$ cat config.mk
export PLATFORM = sky130hd
export DESIGN_NAME = dma_addr_walker
export DESIGN_NICKNAME = d
export VERILOG_FILES = /design/src/rtl/dma_hold_pkg.sv /design/src/rtl/dma_hold_decode.sv /design/src/rtl/dma_hold_offset.sv /design/src/rtl/dma_beat_counter.sv /design/src/rtl/dma_addr_walker.sv
export SDC_FILE = /design/constraint.sdc
export NUM_CORES = 1
export LEC_CHECK = 0
export BUFFER_PORTS_ARGS = -buffer_cell sky130_fd_sc_hd__buf_2
export CORE_MARGIN = 4
export CORE_UTILIZATION = 45
export DETAILED_ROUTE_END_ITERATION = 6
export HOLD_SLACK_MARGIN = 0.06
export PLACE_DENSITY_LB_ADDON = 0.12
export SLEW_MARGIN = 20
export SYNTH_ARGS = -nofsm -noshare
export SYNTH_HDL_FRONTEND = slang
export SYNTH_HIERARCHICAL = 1
export SYNTH_SLANG_ARGS = --single-unit
$ cat constraint.sdc
create_clock -name clk -period 7.4 [get_ports clk]
set_input_delay 0.37 -clock clk [delete_from_list [all_inputs] [get_ports clk]]
set_output_delay 0.37 -clock clk [all_outputs]
set_load 0.01 [all_outputs]
$ cat src/rtl/dma_hold_pkg.sv
package dma_hold_pkg;

  // Captured hold setting for one side of a transfer.
  typedef struct packed {
    logic       en;   // window mode active
    logic [1:0] lg;   // log2 of the window size in bytes
  } hold_cfg_t;

  localparam int SRC_EN_BIT  = 12;
  localparam int DST_EN_BIT  = 13;
  localparam int SRC_LG_LSB  = 14;
  localparam int DST_LG_LSB  = 16;

endpackage

$ cat src/rtl/dma_hold_decode.sv
module dma_hold_decode
  import dma_hold_pkg::*;
#(
  parameter int SIDE = 0
) (
  input  logic [31:0] mode_word,
  output hold_cfg_t   cfg
);

  generate
    if (SIDE == 0) begin : g_src
      assign cfg.en = mode_word[SRC_EN_BIT];
      assign cfg.lg = mode_word[SRC_LG_LSB +: 2];
    end else begin : g_dst
      assign cfg.en = mode_word[DST_EN_BIT];
      assign cfg.lg = mode_word[DST_LG_LSB +: 2];
    end
  endgenerate

endmodule

$ cat src/rtl/dma_hold_offset.sv
module dma_hold_offset
  import dma_hold_pkg::*;
#(
  parameter int OW = 16
) (
  input  logic          clk,
  input  logic          rst_n,
  input  logic          load,
  input  logic          step,
  input  hold_cfg_t     cfg_in,
  output hold_cfg_t     cfg_q,
  output logic [OW-1:0] offset,
  output logic [OW-1:0] win_mask,
  output logic          wrap_evt,
  output logic          in_window
);

  logic [OW-1:0] off_q;

  function automatic logic [OW-1:0] mask_of(input logic [1:0] lg);
    return (OW'(1) << lg) - OW'(1);
  endfunction

  function automatic logic [OW-1:0] next_off(input logic [OW-1:0] cur,
                                             input hold_cfg_t c);
    logic [OW-1:0] inc;
    inc = cur + OW'(1);
    if (c.en) return inc & mask_of(c.lg);
    return inc;
  endfunction

  always_ff @(posedge clk or negedge rst_n) begin
    if (!rst_n) begin
      off_q <= '0;
      cfg_q <= '0;
    end else if (load) begin
      off_q <= '0;
      cfg_q <= cfg_in;
    end else if (step) begin
      off_q <= next_off(off_q, cfg_q);
    end
  end

  assign offset    = off_q;
  assign win_mask  = mask_of(cfg_q.lg);
  assign wrap_evt  = step && cfg_q.en && (off_q == win_mask);
  assign in_window = !cfg_q.en || (off_q <= win_mask);

endmodule

$ cat src/rtl/dma_beat_counter.sv
module dma_beat_counter #(
  parameter int CW = 16
) (
  input  logic          clk,
  input  logic          rst_n,
  input  logic          load,
  input  logic [CW-1:0] bytes,
  input  logic          step,
  output logic [CW-1:0] remaining,
  output logic          pending,
  output logic          finished
);

  logic [CW-1:0] rem_q;
  logic          loaded_q;

  always_ff @(posedge clk or negedge rst_n) begin
    if (!rst_n) begin
      rem_q    <= '0;
      loaded_q <= 1'b0;
    end else if (load) begin
      rem_q    <= bytes;
      loaded_q <= 1'b1;
    end else if (step) begin
      rem_q    <= rem_q - CW'(1);
    end
  end

  assign remaining = rem_q;
  assign pending   = loaded_q && (rem_q != '0);
  assign finished  = loaded_q && (rem_q == '0);

endmodule

$ cat src/rtl/dma_addr_walker.sv
module dma_addr_walker
  import dma_hold_pkg::*;
#(
  parameter int AW   = 32,
  parameter int CW   = 16,
  parameter int SIDE = 0
) (
  input  logic          clk,
  input  logic          rst_n,
  input  logic          ld_valid,
  input  logic [AW-1:0] ld_base,
  input  logic [CW-1:0] ld_bytes,
  input  logic [31:0]   mode_word,
  input  logic          beat_valid,
  output logic          beat_ready,
  output logic [AW-1:0] addr_out,
  output logic          done
);

  localparam int OW = CW;

  hold_cfg_t     cfg_dec;
  hold_cfg_t     cfg_q;
  logic [AW-1:0] base_q;
  logic [OW-1:0] offset;
  logic [OW-1:0] win_mask;
  logic [CW-1:0] remaining;
  logic          wrap_evt;
  logic          in_window;
  logic          pending;
  logic          fire;

  function automatic logic [AW-1:0] addr_of(input logic [AW-1:0] b,
                                            input logic [OW-1:0] o);
    return b + AW'(o);
  endfunction

  // A load takes priority over a beat offered in the same cycle.
  assign fire = beat_valid && pending && !ld_valid;

  dma_hold_decode #(.SIDE(SIDE)) u_dec (
    .mode_word (mode_word),
    .cfg       (cfg_dec)
  );

  dma_hold_offset #(.OW(OW)) u_off (
    .clk       (clk),
    .rst_n     (rst_n),
    .load      (ld_valid),
    .step      (fire),
    .cfg_in    (cfg_dec),
    .cfg_q     (cfg_q),
    .offset    (offset),
    .win_mask  (win_mask),
    .wrap_evt  (wrap_evt),
    .in_window (in_window)
  );

  dma_beat_counter #(.CW(CW)) u_cnt (
    .clk       (clk),
    .rst_n     (rst_n),
    .load      (ld_valid),
    .bytes     (ld_bytes),
    .step      (fire),
    .remaining (remaining),
    .pending   (pending),
    .finished  (done)
  );

  always_ff @(posedge clk or negedge rst_n) begin
    if (!rst_n)        base_q <= '0;
    else if (ld_valid) base_q <= ld_base;
  end

  assign addr_out   = addr_of(base_q, offset);
  assign beat_ready = pending;

endmodule

==> results of run 1 <==
-- flip-flops by register name, indices dropped and copies added, names as in the netlist --
name,flops
base_q,32
u_cnt/loaded_q,1
u_cnt/remaining,16
u_off/cfg_q,3
u_off/offset,16
-- stage by stage --
stage               instances  hold slack [ps]  utilization (%)  total power, mW  cell area [um^2]
finish                    696              222             53.8            0.945              5280
global route              696              214             53.8             1.00              5280
CTS                       696              210             53.8            0.960              5280
detailed placement        680              454             51.6            0.613              5060
global placement          680              454             51.6            0.608              5060
floorplan                 480             74.4                -            0.546              4540
-- where the power goes --
group | total [mW] | internal [mW] | switching [mW]
Clock | 0.339 | 0.199 | 0.140
Combinational | 0.177 | 0.0820 | 0.0954
Sequential | 0.428 | 0.400 | 0.0281
Total | 0.945 | 0.681 | 0.264
-- layout make-up --
cell class	instances	area, um^2	share of cell area, %
timing repair buffer	91	463	8.77
sequential	68	1700	32.2
clock inverter	4	72.6	1.37
inverter	18	67.6	1.28
clock buffer	12	145	2.75
multi-input combinational	370	2670	50.5
tap	133	166	3.15
-- metal layers --
layer  track usage (%)  vias up  share of wire [%]
met4              4.69        0               0.52
met3              4.18        5                5.2
li1                  -     1885                  -
met5                 0        -                  0
met2              30.4      101                 47
met1              25.6     1827                 47
-- worst min-delay path by stage --
stage	start	to	cells past startpoint
after floorplan	rst_n	base_q[0]	0
after global placement	u_cnt/loaded_q	u_cnt/loaded_q	1
after detailed placement	u_cnt/loaded_q	u_cnt/loaded_q	1
after CTS	ld_bytes[4]	u_cnt/remaining[4]	3
after global routing	ld_bytes[4]	u_cnt/remaining[4]	3
final	rst_n	base_q[6]	2
-- worst reg2reg max path, delay by kind of cell, from the launching register on --
family                   cells  cell delay [ps]
AO/OA/AOI/OAI                3              700
AND/OR/NAND/NOR              5             1410
adder cells (fa/ha/maj)      1              210
buffers and inverters        2              310
flip-flops                   1              380
-- cell usage in the layout, fill, tap and decap left out, drive strengths merged, types with 17 or more instances in the layout --
master,n
a21oi,19
buf,91
dfrtp,68
ha,21
inv,18
mux2,34
nand2,42
nor2,30
nor3,17
o21ai,30
xnor2,29
==> metrics.json, run 1 <==
{
  "run_status": {"value": "finished, final reports clean"},
  "critical_path.reg2reg.startpoint": {"value": "u_cnt/remaining[0]"},
  "global_router_s_overall_resource_usage": {"value": 18.8, "unit": "%"},
  "cp_slowest_cell": {"value": "sky130_fd_sc_hd__dfrtp_1"},
  "finalSetupViolCount": {"value": 0},
  "cts_setup_buffers": {"value": 0},
  "remaining_drc_errors": {"value": 0},
  "buffer_ports.inserted": {"value": 88},
  "grt_pass1_vias": {"value": 3599},
  "gp_congestion": {"value": 0.870},
  "cts-htree-levels": {"value": 3},
  "number_of_hold_buffers_added_after_cts": {"value": 0},
  "pre_cts_ws": {"value": 4200, "unit": "ps"},
  "finalWirelength": {"value": 10.7, "unit": "mm"},
  "timing.critical_path.depth": {"value": 9},
  "final.period_utilization": {"value": 48.0, "unit": "%"},
  "critPathMaxStageDelay": {"value": 460, "unit": "ps"},
  "ir_drop": {"value": 144, "unit": "uV"},
  "critical_path.cell_chain": {"value": "ha_1, fa_1, a21o_1, a221oi_4, o21ai_4, a221oi_4, nor3b_1, xor2_1, buf_2"},
  "clkLatencyLatePin": {"value": 350, "unit": "ps"},
  "drt-vias-per-instance": {"value": 5.49},
  "fp.dieH": {"value": 108, "unit": "um"},
  "core.rowCount": {"value": 36},
  "clock_sinks": {"value": 68},
  "die_width": {"value": 108, "unit": "um"},
  "clk_pin_slew_worst_paths": {"value": 80, "unit": "ps"},
  "vias": {"value": 3818},
  "grt_first_pass_wirelength": {"value": 17.6, "unit": "mm"},
  "grt_antenna_before_repair": {"value": 0},
  "cts_made_buffers": {"value": 9},
  "synth_cells": {"value": 480},
  "ctsRootBufferMaster": {"value": "sky130_fd_sc_hd__clkbuf_8"},
  "critPathMostFrequentCell": {"value": "sky130_fd_sc_hd__a221oi_4"},
  "worst_slack": {"value": 3850, "unit": "ps"},
  "timing.critical_path.buf_inv": {"value": 1},
  "drive_gt1_share": {"value": 27.4, "unit": "%"},
  "globalRoute.totalOverflow": {"value": 0},
  "worstHoldPathType": {"value": "in2async"},
  "worst-endpoint-required": {"value": 7030, "unit": "ps"},
  "dp_hpwl": {"value": 7.67, "unit": "mm"},
  "worstSetupStartpointType": {"value": "flop"},
  "critical_path.top_delay_family": {"value": "compound AO/OA/AOI/OAI gates"},
  "ctsResizeCount": {"value": 0},
  "p_leak": {"value": 2.34, "unit": "nW"},
  "finalWorstPathRequiredPeriod": {"value": 3550, "unit": "ps"},
  "floorplan.initialDensity": {"value": 46.2, "unit": "%"},
  "core_area": {"value": 9820, "unit": "um^2"},
  "p_per_area": {"value": 179, "unit": "nW/um^2"},
  "worst_slew_pin_slew": {"value": 997, "unit": "ps"},
  "cts_tree": {"value": "yes"},
  "dieArea": {"value": 11800, "unit": "um^2"},
  "regToRegEndpoint": {"value": "u_cnt/remaining[15]"},
  "timing_hold_violations_final": {"value": 0},
  "antenna-diode-count": {"value": 0},
  "drt-pass1-iter-count": {"value": 5},
  "fmax": {"value": 282, "unit": "MHz"},
  "clock_skew": {"value": 12.8, "unit": "ps"},
  "crit_end": {"value": "addr_out[30]"},
  "path_class": {"value": "reg2out"},
  "final_net_count": {"value": 664},
  "detail-route-antenna-nets": {"value": 0},
  "grt_max_degree": {"value": 88},
  "wire_per_inst": {"value": 15.4, "unit": "um"},
  "finalMaxSlewViolations": {"value": 0},
  "drv_cap": {"value": 0},
  "ios": {"value": 118},
  "count_of_synthesis_stage_warnings_from_yosys": {"value": 6},
  "relative_slew_margins": {"value": 32.6, "unit": "%"},
  "area.growth.synth_to_final": {"value": 16.3, "unit": "%"},
  "cp-end-kind": {"value": "output pin"},
  "critical_path_arrival": {"value": 3180, "unit": "ps"},
  "fillers": {"value": 923},
  "synth_area": {"value": 4540, "unit": "um^2"},
  "mappedNetlistNets": {"value": 586},
  "unrepaired_setup_endpoints_after_global_routing": {"value": "false"},
  "timing.critical_path.fanout_max": {"value": 7},
  "final.setup.tns": {"value": 0, "unit": "ps"},
  "postSynthAreaPerCell": {"value": 9.46, "unit": "um^2"},
  "rrSetupSlack": {"value": 4260, "unit": "ps"},
  "worstRegToRegCells": {"value": 11},
  "initialDrtViolationCount": {"value": 219},
  "timing.critical_path.from": {"value": "u_off/offset[0]"},
  "clock_tree.buffer_depth": {"value": 2}
}
(Power assumes the default switching activity.)
==> inputs of run 2 (changes only) <==
==> constraint.sdc (replaced) <==
create_clock -name clk -period 3.25 [get_ports clk]
set_input_delay 0.1625 -clock clk [delete_from_list [all_inputs] [get_ports clk]]
set_output_delay 0.1625 -clock clk [all_outputs]
set_load 0.01 [all_outputs]
==> run 2 against run 1 <==
Against the previous run: count of clock-buffer cells in the layout increased by 1; combinational power grew to 2.6 times the previous value; register-to-register slack worse by 3900 ps; first-iteration DRC count shrank 14%; final area increased by 11%; sequential power is 130% higher; clock power grew 98%; core utilization grew 5.9 points; sequential share of layout area decreased by 3.2 points; non-clock buffer count rose by 63; cell count increased by 9.1%; power up 120%; critical path type unchanged; critical endpoint is now addr_out[18]; largest power group unchanged.
==> metrics.json, run 2 (same netlist as run 1, synthesis figures left out) <==
{
  "run_status": {"value": "finished, final reports clean"},
  "layout.cells.non_filler": {"value": 759, "change": "+9.1%"},
  "p_int": {"value": 1.48, "unit": "mW", "change": "+120%"},
  "final.period_utilization": {"value": 95.3, "unit": "%"},
  "pre_cts_ws": {"value": 347, "unit": "ps", "change": "-3850 ps"},
  "initialDrtViolationCount": {"value": 188, "change": "-14%"},
  "clock_skew": {"value": 7.31, "unit": "ps", "change": "-5.47 ps"},
  "leading_cell_types_in_the_layout_fill_and_taps_excluded": {"value": "sky130_fd_sc_hd__buf_2 (88), sky130_fd_sc_hd__dfrtp_1 (67), sky130_fd_sc_hd__dlygate4sd3_1 (50), sky130_fd_sc_hd__nand2_1 (42), sky130_fd_sc_hd__mux2_2 (34)"},
  "worstHoldPathType": {"value": "in2reg"},
  "mostFrequentLayoutCell": {"value": "sky130_fd_sc_hd__buf_2"},
  "critical_path_arrival": {"value": 2940, "unit": "ps", "change": "-240 ps"},
  "fmax": {"value": 323, "unit": "MHz"},
  "worstSetupStartpointType": {"value": "flop"},
  "fp.dieH": {"value": 108, "unit": "um", "change": "unchanged"},
  "relative_slew_margins": {"value": 39.5, "unit": "%", "change": "+6.9 points"},
  "cts_made_buffers": {"value": 9, "change": "unchanged"},
  "wire_per_inst": {"value": 14.8, "unit": "um", "change": "-4.0%"},
  "share_seq_of_total_power": {"value": 46.4, "unit": "%", "change": "+1.1 points"},
  "worst_slew_pin_slew": {"value": 908, "unit": "ps", "change": "-89.8 ps"},
  "globalRoute.totalOverflow": {"value": 0, "change": "unchanged"},
  "combPwrFrac": {"value": 21.7, "unit": "%", "change": "+2.9 points"},
  "ctsRootBufferMaster": {"value": "sky130_fd_sc_hd__clkbuf_8"},
  "ios": {"value": 118, "change": "unchanged"},
  "largest-register": {"value": "base_q"},
  "worst_slack": {"value": 152, "unit": "ps", "change": "-3700 ps"},
  "remaining_drc_errors": {"value": 0, "change": "unchanged"},
  "fraction_of_power_spent_switching_nets": {"value": 29.6, "unit": "%", "change": "+1.6 points"},
  "fillers": {"value": 907, "change": "-1.7%"},
  "power_frac_clock": {"value": 31.9, "unit": "%", "change": "-4.0 points"},
  "dp_cells": {"value": 685, "change": "+0.74%"},
  "dieArea": {"value": 11800, "unit": "um^2", "change": "unchanged"},
  "floorplan.initialDensity": {"value": 46.2, "unit": "%", "change": "unchanged"},
  "detail-route-antenna-nets": {"value": 0, "change": "unchanged"},
  "grt_first_pass_wirelength": {"value": 19.0, "unit": "mm", "change": "+8.1%"},
  "worst-endpoint-required": {"value": 3090, "unit": "ps", "change": "-3940 ps"},
  "cts_tree": {"value": "yes"},
  "ir_drop": {"value": 222, "unit": "uV", "change": "+54%"},
  "cts-htree-levels": {"value": 3, "change": "unchanged"},
  "core.rowCount": {"value": 36, "change": "unchanged"},
  "core_area": {"value": 9820, "unit": "um^2", "change": "unchanged"},
  "switching_power": {"value": 0.621, "unit": "mW", "change": "+140%"},
  "rrSetupSlack": {"value": 380, "unit": "ps", "change": "-3880 ps"},
  "min_delay_path_depth": {"value": 3},
  "drive_gt1_share": {"value": 27.5, "unit": "%", "change": "+0.12 points"},
  "cp-end-kind": {"value": "output pin"},
  "grt_max_degree": {"value": 87, "change": "-1.1%"},
  "timing_hold_violations_final": {"value": 0, "change": "unchanged"},
  "drt-pass1-iter-count": {"value": 4, "change": "-1"},
  "hold-path-endpoint": {"value": "u_cnt/remaining[11]"},
  "finalWirelength": {"value": 11.2, "unit": "mm", "change": "+4.7%"},
  "global_router_s_overall_resource_usage": {"value": 20.3, "unit": "%", "change": "+1.5 points"},
  "area.growth.synth_to_final": {"value": 29.1, "unit": "%"},
  "finalSetupViolCount": {"value": 0, "change": "unchanged"},
  "path_class": {"value": "reg2out"},
  "unrepaired_setup_endpoints_after_global_routing": {"value": "false"},
  "drt-vias-per-instance": {"value": 5.33, "change": "-2.8%"},
  "dp_hpwl": {"value": 7.75, "unit": "mm", "change": "+1.1%"},
  "timing.critical_path.from": {"value": "u_off/offset[0]"},
  "p_per_area": {"value": 358, "unit": "nW/um^2", "change": "+100%"},
  "vias": {"value": 4046, "change": "+6.0%"},
  "final_net_count": {"value": 727, "change": "+9.5%"},
  "hold_start": {"value": "ld_bytes[11]"},
  "clk_pin_slew_worst_paths": {"value": 80, "unit": "ps", "change": "about the same"},
  "worstRegToRegCells": {"value": 10, "change": "-1"},
  "grt_antenna_before_repair": {"value": 0, "change": "unchanged"},
  "die_width": {"value": 108, "unit": "um", "change": "unchanged"},
  "clkLatencyLatePin": {"value": 360, "unit": "ps", "change": "about the same"},
  "timing.critical_path.fanout_max": {"value": 6, "change": "-1"},
  "grt_pass1_vias": {"value": 3940, "change": "+9.5%"},
  "largest_reg_flops": {"value": 32, "change": "unchanged"},
  "final.setup.tns": {"value": 0, "unit": "ps", "change": "unchanged"},
  "buffer_ports.inserted": {"value": 88, "change": "unchanged"},
  "regToRegEndpoint": {"value": "u_cnt/remaining[15]"},
  "gp_congestion": {"value": 0.881, "change": "+1.3%"},
  "clock_tree.buffer_depth": {"value": 2, "change": "unchanged"},
  "clock_sinks": {"value": 68, "change": "unchanged"},
  "critical_path.reg2reg.startpoint": {"value": "u_cnt/remaining[0]"},
  "p_leak": {"value": 2.59, "unit": "nW", "change": "+11%"},
  "finalWorstPathRequiredPeriod": {"value": 3100, "unit": "ps"},
  "antenna-diode-count": {"value": 0, "change": "unchanged"},
  "drv_cap": {"value": 0, "change": "unchanged"},
  "finalMaxSlewViolations": {"value": 0, "change": "unchanged"}
}
-- run 2: changes by cell type in the layout (fill, tap and decap cells not counted), sizes merged --
cell and delta:
dlygate4sd3 +50, clkinvlp +1, bufinv -2, clkbuf +1, buf +13
-- run 2: final cells by class --
class | instances | area (um^2) | share of cell area, %
well taps | 133 | 166 | 2.84
multi-input cells | 370 | 2680 | 45.6
inverters | 18 | 67.6 | 1.15
clock inverters | 3 | 20.0 | 0.342
flip-flops and latches | 68 | 1700 | 29.1
clock buffers | 13 | 169 | 2.88
repair buffers | 154 | 1060 | 18.1
-- run 2: power by group through the flow --
stage,clock (mW),sequential [mW],combinational [mW]
final,0.670,0.975,0.455
after global routing,0.735,0.986,0.510
after CTS,0.694,0.974,0.454
after detailed placement,0,0.990,0.406
after global placement,0,0.988,0.398
after floorplan,0,0.971,0.271
-- run 2: per-stage QoR --
step	area, um^2	power, mW	hold WS, ps	utilization (%)
after floorplan	4540	1.24	-133	-
after global placement	5100	1.39	368	51.9
after detailed placement	5100	1.40	379	51.9
after CTS	5810	2.12	109	59.1
after global routing	5860	2.23	135	59.7
final	5860	2.10	127	59.7
-- run 2: critical path, stage by stage, from the launching register on --
cell	delay [ps]
sky130_fd_sc_hd__dfrtp_2	450
sky130_fd_sc_hd__ha_2	210
sky130_fd_sc_hd__fa_2	400
sky130_fd_sc_hd__a21o_1	220
sky130_fd_sc_hd__a221oi_4	310
sky130_fd_sc_hd__o21ai_4	140
sky130_fd_sc_hd__a221oi_4	410
sky130_fd_sc_hd__buf_4	180
sky130_fd_sc_hd__xnor2_1	100
sky130_fd_sc_hd__buf_2	150
-- run 2: how the worst max path moves through the flow --
stage,to,slack [ps],depth (start not counted)
after global placement,addr_out[30],340,9
after floorplan,u_cnt/remaining[15],120,11
final,addr_out[18],150,9
after CTS,addr_out[30],8,9
after detailed placement,addr_out[30],350,9
after global routing,addr_out[18],3,9
-- run 2: repair_timing --
item                                    CTS  global route
endpoints found under the setup margin    5             6
gates resized for setup                   0             4
hold endpoints to repair                117             0
pin swaps                                 2             5
setup buffers                             2             6
hold buffers                             50             0
-- run 2: routing by layer --
layer | wire (um) | vias up | track usage, % | part of all wire (%)
li1 | - | 2015 | - | -
met1 | 5140 | 1908 | 27.6 | 46
met2 | 5290 | 107 | 32.6 | 47
met3 | 653 | 16 | 5.55 | 5.8
met4 | 165 | 0 | 4.51 | 1.5
met5 | 0 | - | 0 | 0
==> inputs of run 3 (changes only) <==
==> constraint.sdc (replaced) <==
create_clock -name clk -period 3 [get_ports clk]
set_input_delay 0.15 -clock clk [delete_from_list [all_inputs] [get_ports clk]]
set_output_delay 0.15 -clock clk [all_outputs]
set_load 0.01 [all_outputs]
==> run 3 against run 2 <==
Against the previous run: register-to-register slack got worse by 150 ps; non-clock buffer count increased by 5; critical path depth up 1; die area unchanged; flip-flop and latch count is the same; combinational power increased by 11%; sequential share of layout area is 0.33 points lower; core utilization is 0.64 points higher; critical path type unchanged; critical endpoint is now addr_out[28].
==> metrics.json, run 3 (same netlist as run 1, synthesis figures left out) <==
{
  "floorplan.initialDensity": {"value": 46.2, "unit": "%", "change": "unchanged"},
  "unrepaired_setup_endpoints_after_global_routing": {"value": "true"},
  "drt-vias-per-instance": {"value": 5.35, "change": "+0.28%"},
  "cp-end-kind": {"value": "output pin"},
  "finalWirelength": {"value": 11.5, "unit": "mm", "change": "+2.0%"},
  "core.rowCount": {"value": 36, "change": "unchanged"},
  "dp_hpwl": {"value": 8.05, "unit": "mm", "change": "+3.9%"},
  "finalWorstPathRequiredPeriod": {"value": 2950, "unit": "ps"},
  "fillers": {"value": 883, "change": "-2.6%"},
  "initialDrtViolationCount": {"value": 194, "change": "+3.2%"},
  "dieArea": {"value": 11800, "unit": "um^2", "change": "unchanged"},
  "clock_sinks": {"value": 68, "change": "unchanged"},
  "grt_antenna_before_repair": {"value": 0, "change": "unchanged"},
  "gp_congestion": {"value": 0.935, "change": "+6.1%"},
  "worstHoldPathType": {"value": "in2reg"},
  "global_router_s_overall_resource_usage": {"value": 19.9, "unit": "%", "change": "-0.47 points"},
  "fp.dieH": {"value": 108, "unit": "um", "change": "unchanged"},
  "drv_cap": {"value": 0, "change": "unchanged"},
  "remaining_drc_errors": {"value": 0, "change": "unchanged"},
  "placedInstanceArea": {"value": 5160, "unit": "um^2", "change": "+1.1%"},
  "drive_gt1_share": {"value": 28.8, "unit": "%", "change": "+1.4 points"},
  "wire_per_inst": {"value": 15.0, "unit": "um", "change": "+1.3%"},
  "leading_cell_types_in_the_layout_fill_and_taps_excluded": {"value": "sky130_fd_sc_hd__buf_2 (88), sky130_fd_sc_hd__dfrtp_1 (68), sky130_fd_sc_hd__dlygate4sd3_1 (50), sky130_fd_sc_hd__nand2_1 (42), sky130_fd_sc_hd__mux2_2 (34)"},
  "holdWs": {"value": 124, "unit": "ps", "change": "-2.70 ps"},
  "buffer_ports.inserted": {"value": 88, "change": "unchanged"},
  "grt_pass1_vias": {"value": 3886, "change": "-1.4%"},
  "cts-htree-levels": {"value": 3, "change": "unchanged"},
  "ir_drop": {"value": 254, "unit": "uV", "change": "+14%"},
  "timing.critical_path.fanout_max": {"value": 5, "change": "-1"},
  "finalInstanceArea": {"value": 5920, "unit": "um^2", "change": "+1.1%"},
  "worst_slew_pin_slew": {"value": 883, "unit": "ps", "change": "-24.6 ps"},
  "globalRoute.totalOverflow": {"value": 0, "change": "unchanged"},
  "path_class": {"value": "reg2out"},
  "cts_made_buffers": {"value": 9, "change": "unchanged"},
  "core_area": {"value": 9820, "unit": "um^2", "change": "unchanged"},
  "cts_tree": {"value": "yes"},
  "p_leak": {"value": 2.62, "unit": "nW", "change": "+1.1%"},
  "vias": {"value": 4084, "change": "+0.94%"},
  "drt-pass1-iter-count": {"value": 5, "change": "+1"},
  "mostFrequentLayoutCell": {"value": "sky130_fd_sc_hd__buf_2"},
  "critical_path_arrival": {"value": 2800, "unit": "ps", "change": "-140 ps"},
  "largest_reg_flops": {"value": 32, "change": "unchanged"},
  "layout.core_utilization": {"value": 60.3, "unit": "%", "change": "+0.64 points"},
  "worst-endpoint-required": {"value": 2850, "unit": "ps", "change": "-240 ps"},
  "fmax": {"value": 339, "unit": "MHz"},
  "area.growth.synth_to_final": {"value": 30.5, "unit": "%"},
  "largest-register": {"value": "base_q"},
  "clock_skew": {"value": 10.4, "unit": "ps", "change": "+3.10 ps"},
  "ctsRootBufferMaster": {"value": "sky130_fd_sc_hd__clkbuf_8"},
  "relative_slew_margins": {"value": 41.1, "unit": "%", "change": "+1.6 points"},
  "grt_first_pass_wirelength": {"value": 18.5, "unit": "mm", "change": "-2.8%"},
  "clk_pin_slew_worst_paths": {"value": 80, "unit": "ps", "change": "about the same"},
  "die_width": {"value": 108, "unit": "um", "change": "unchanged"},
  "clock_tree.buffer_depth": {"value": 2, "change": "unchanged"},
  "final_net_count": {"value": 732, "change": "+0.69%"},
  "worst_slack": {"value": 51.0, "unit": "ps", "change": "-101 ps"},
  "detail-route-antenna-nets": {"value": 0, "change": "unchanged"},
  "timing_hold_violations_final": {"value": 0, "change": "unchanged"},
  "finalMaxSlewViolations": {"value": 0, "change": "unchanged"},
  "run_status": {"value": "finished, final reports clean"},
  "p_per_area": {"value": 381, "unit": "nW/um^2", "change": "+6.2%"},
  "worstSetupStartpointType": {"value": "flop"},
  "final.setup.tns": {"value": 0, "unit": "ps", "change": "unchanged"},
  "finalSetupViolCount": {"value": 0, "change": "unchanged"},
  "clkLatencyLatePin": {"value": 350, "unit": "ps", "change": "about the same"},
  "ios": {"value": 118, "change": "unchanged"},
  "final.period_utilization": {"value": 98.3, "unit": "%"},
  "grt_max_degree": {"value": 86, "change": "-1.1%"},
  "antenna-diode-count": {"value": 0, "change": "unchanged"},
  "pre_cts_ws": {"value": 243, "unit": "ps", "change": "-104 ps"}
}
==> run 3: stage by stage <==
step / std cells / power [mW]
floorplan: 480 / 1.35
global placement: 689 / 1.51
detailed placement: 689 / 1.52
CTS: 756 / 2.28
global route: 764 / 2.40
finish: 764 / 2.25
==> run 3: critical path: stages (launching register included) <==
cell,delay (ps)
sky130_fd_sc_hd__dfrtp_1,390
sky130_fd_sc_hd__ha_2,210
sky130_fd_sc_hd__fa_2,390
sky130_fd_sc_hd__a21o_1,210
sky130_fd_sc_hd__a221oi_4,310
sky130_fd_sc_hd__o21ai_4,130
sky130_fd_sc_hd__a221oi_4,290
sky130_fd_sc_hd__buf_6,160
sky130_fd_sc_hd__nor3_2,40
sky130_fd_sc_hd__xor2_1,160
sky130_fd_sc_hd__buf_2,150
==> run 3: power breakdown <==
group	switching (mW)	leakage [nW]	internal, mW
Sequential	0.0688	0.835	0.986
Clock	0.373	0.0920	0.321
Combinational	0.248	1.69	0.257
==> run 3: final cells by class <==
type / count / area [um^2] / area share [%]
Clock buffer: 10 / 138 / 2.32
Sequential cell: 68 / 1700 / 28.7
Inverter: 18 / 67.6 / 1.14
Tap cell: 133 / 166 / 2.81
Clock inverter: 6 / 40.0 / 0.676
Timing Repair Buffer: 159 / 1110 / 18.8
Multi-Input combinational cell: 370 / 2700 / 45.5
==> run 3: timing repair <==
| item | CTS | global route |
|---|---|---|
| gates resized for setup | 2 | 6 |
| hold buffers | 50 | 0 |
| endpoints found under the hold margin | 81 | 0 |
| pin swaps | 2 | 7 |
| buffers inserted | 1 | 8 |
| setup endpoints to repair | 5 | 11 |
==> run 3: metal layers <==
layer / routed length (um) / up-vias / part of all wire, % / GRT usage, %
met3: 662 / 6 / 5.8 / 4.00
met2: 5340 / 107 / 47 / 31.3
met5: 0 / - / 0 / 0
met1: 5380 / 1937 / 47 / 28.2
li1: - / 2034 / - / -
met4: 75 / 0 / 0.65 / 4.60
==> run 3: final timing paths <==
check / start / end / slack [ps] / cells after the start
worst min register to register: u_cnt/loaded_q / u_cnt/loaded_q / 500 / 1
worst min-delay path: ld_bytes[15] / u_cnt/remaining[15] / 120 / 3
worst max register to register: u_cnt/remaining[0] / u_cnt/remaining[13] / 230 / 11
max in group asynchronous: rst_n / u_cnt/remaining[2] / 1900 / 3
worst max-delay path: base_q[0] / addr_out[28] / 50 / 10
min in group asynchronous: rst_n / base_q[12] / 430 / 2
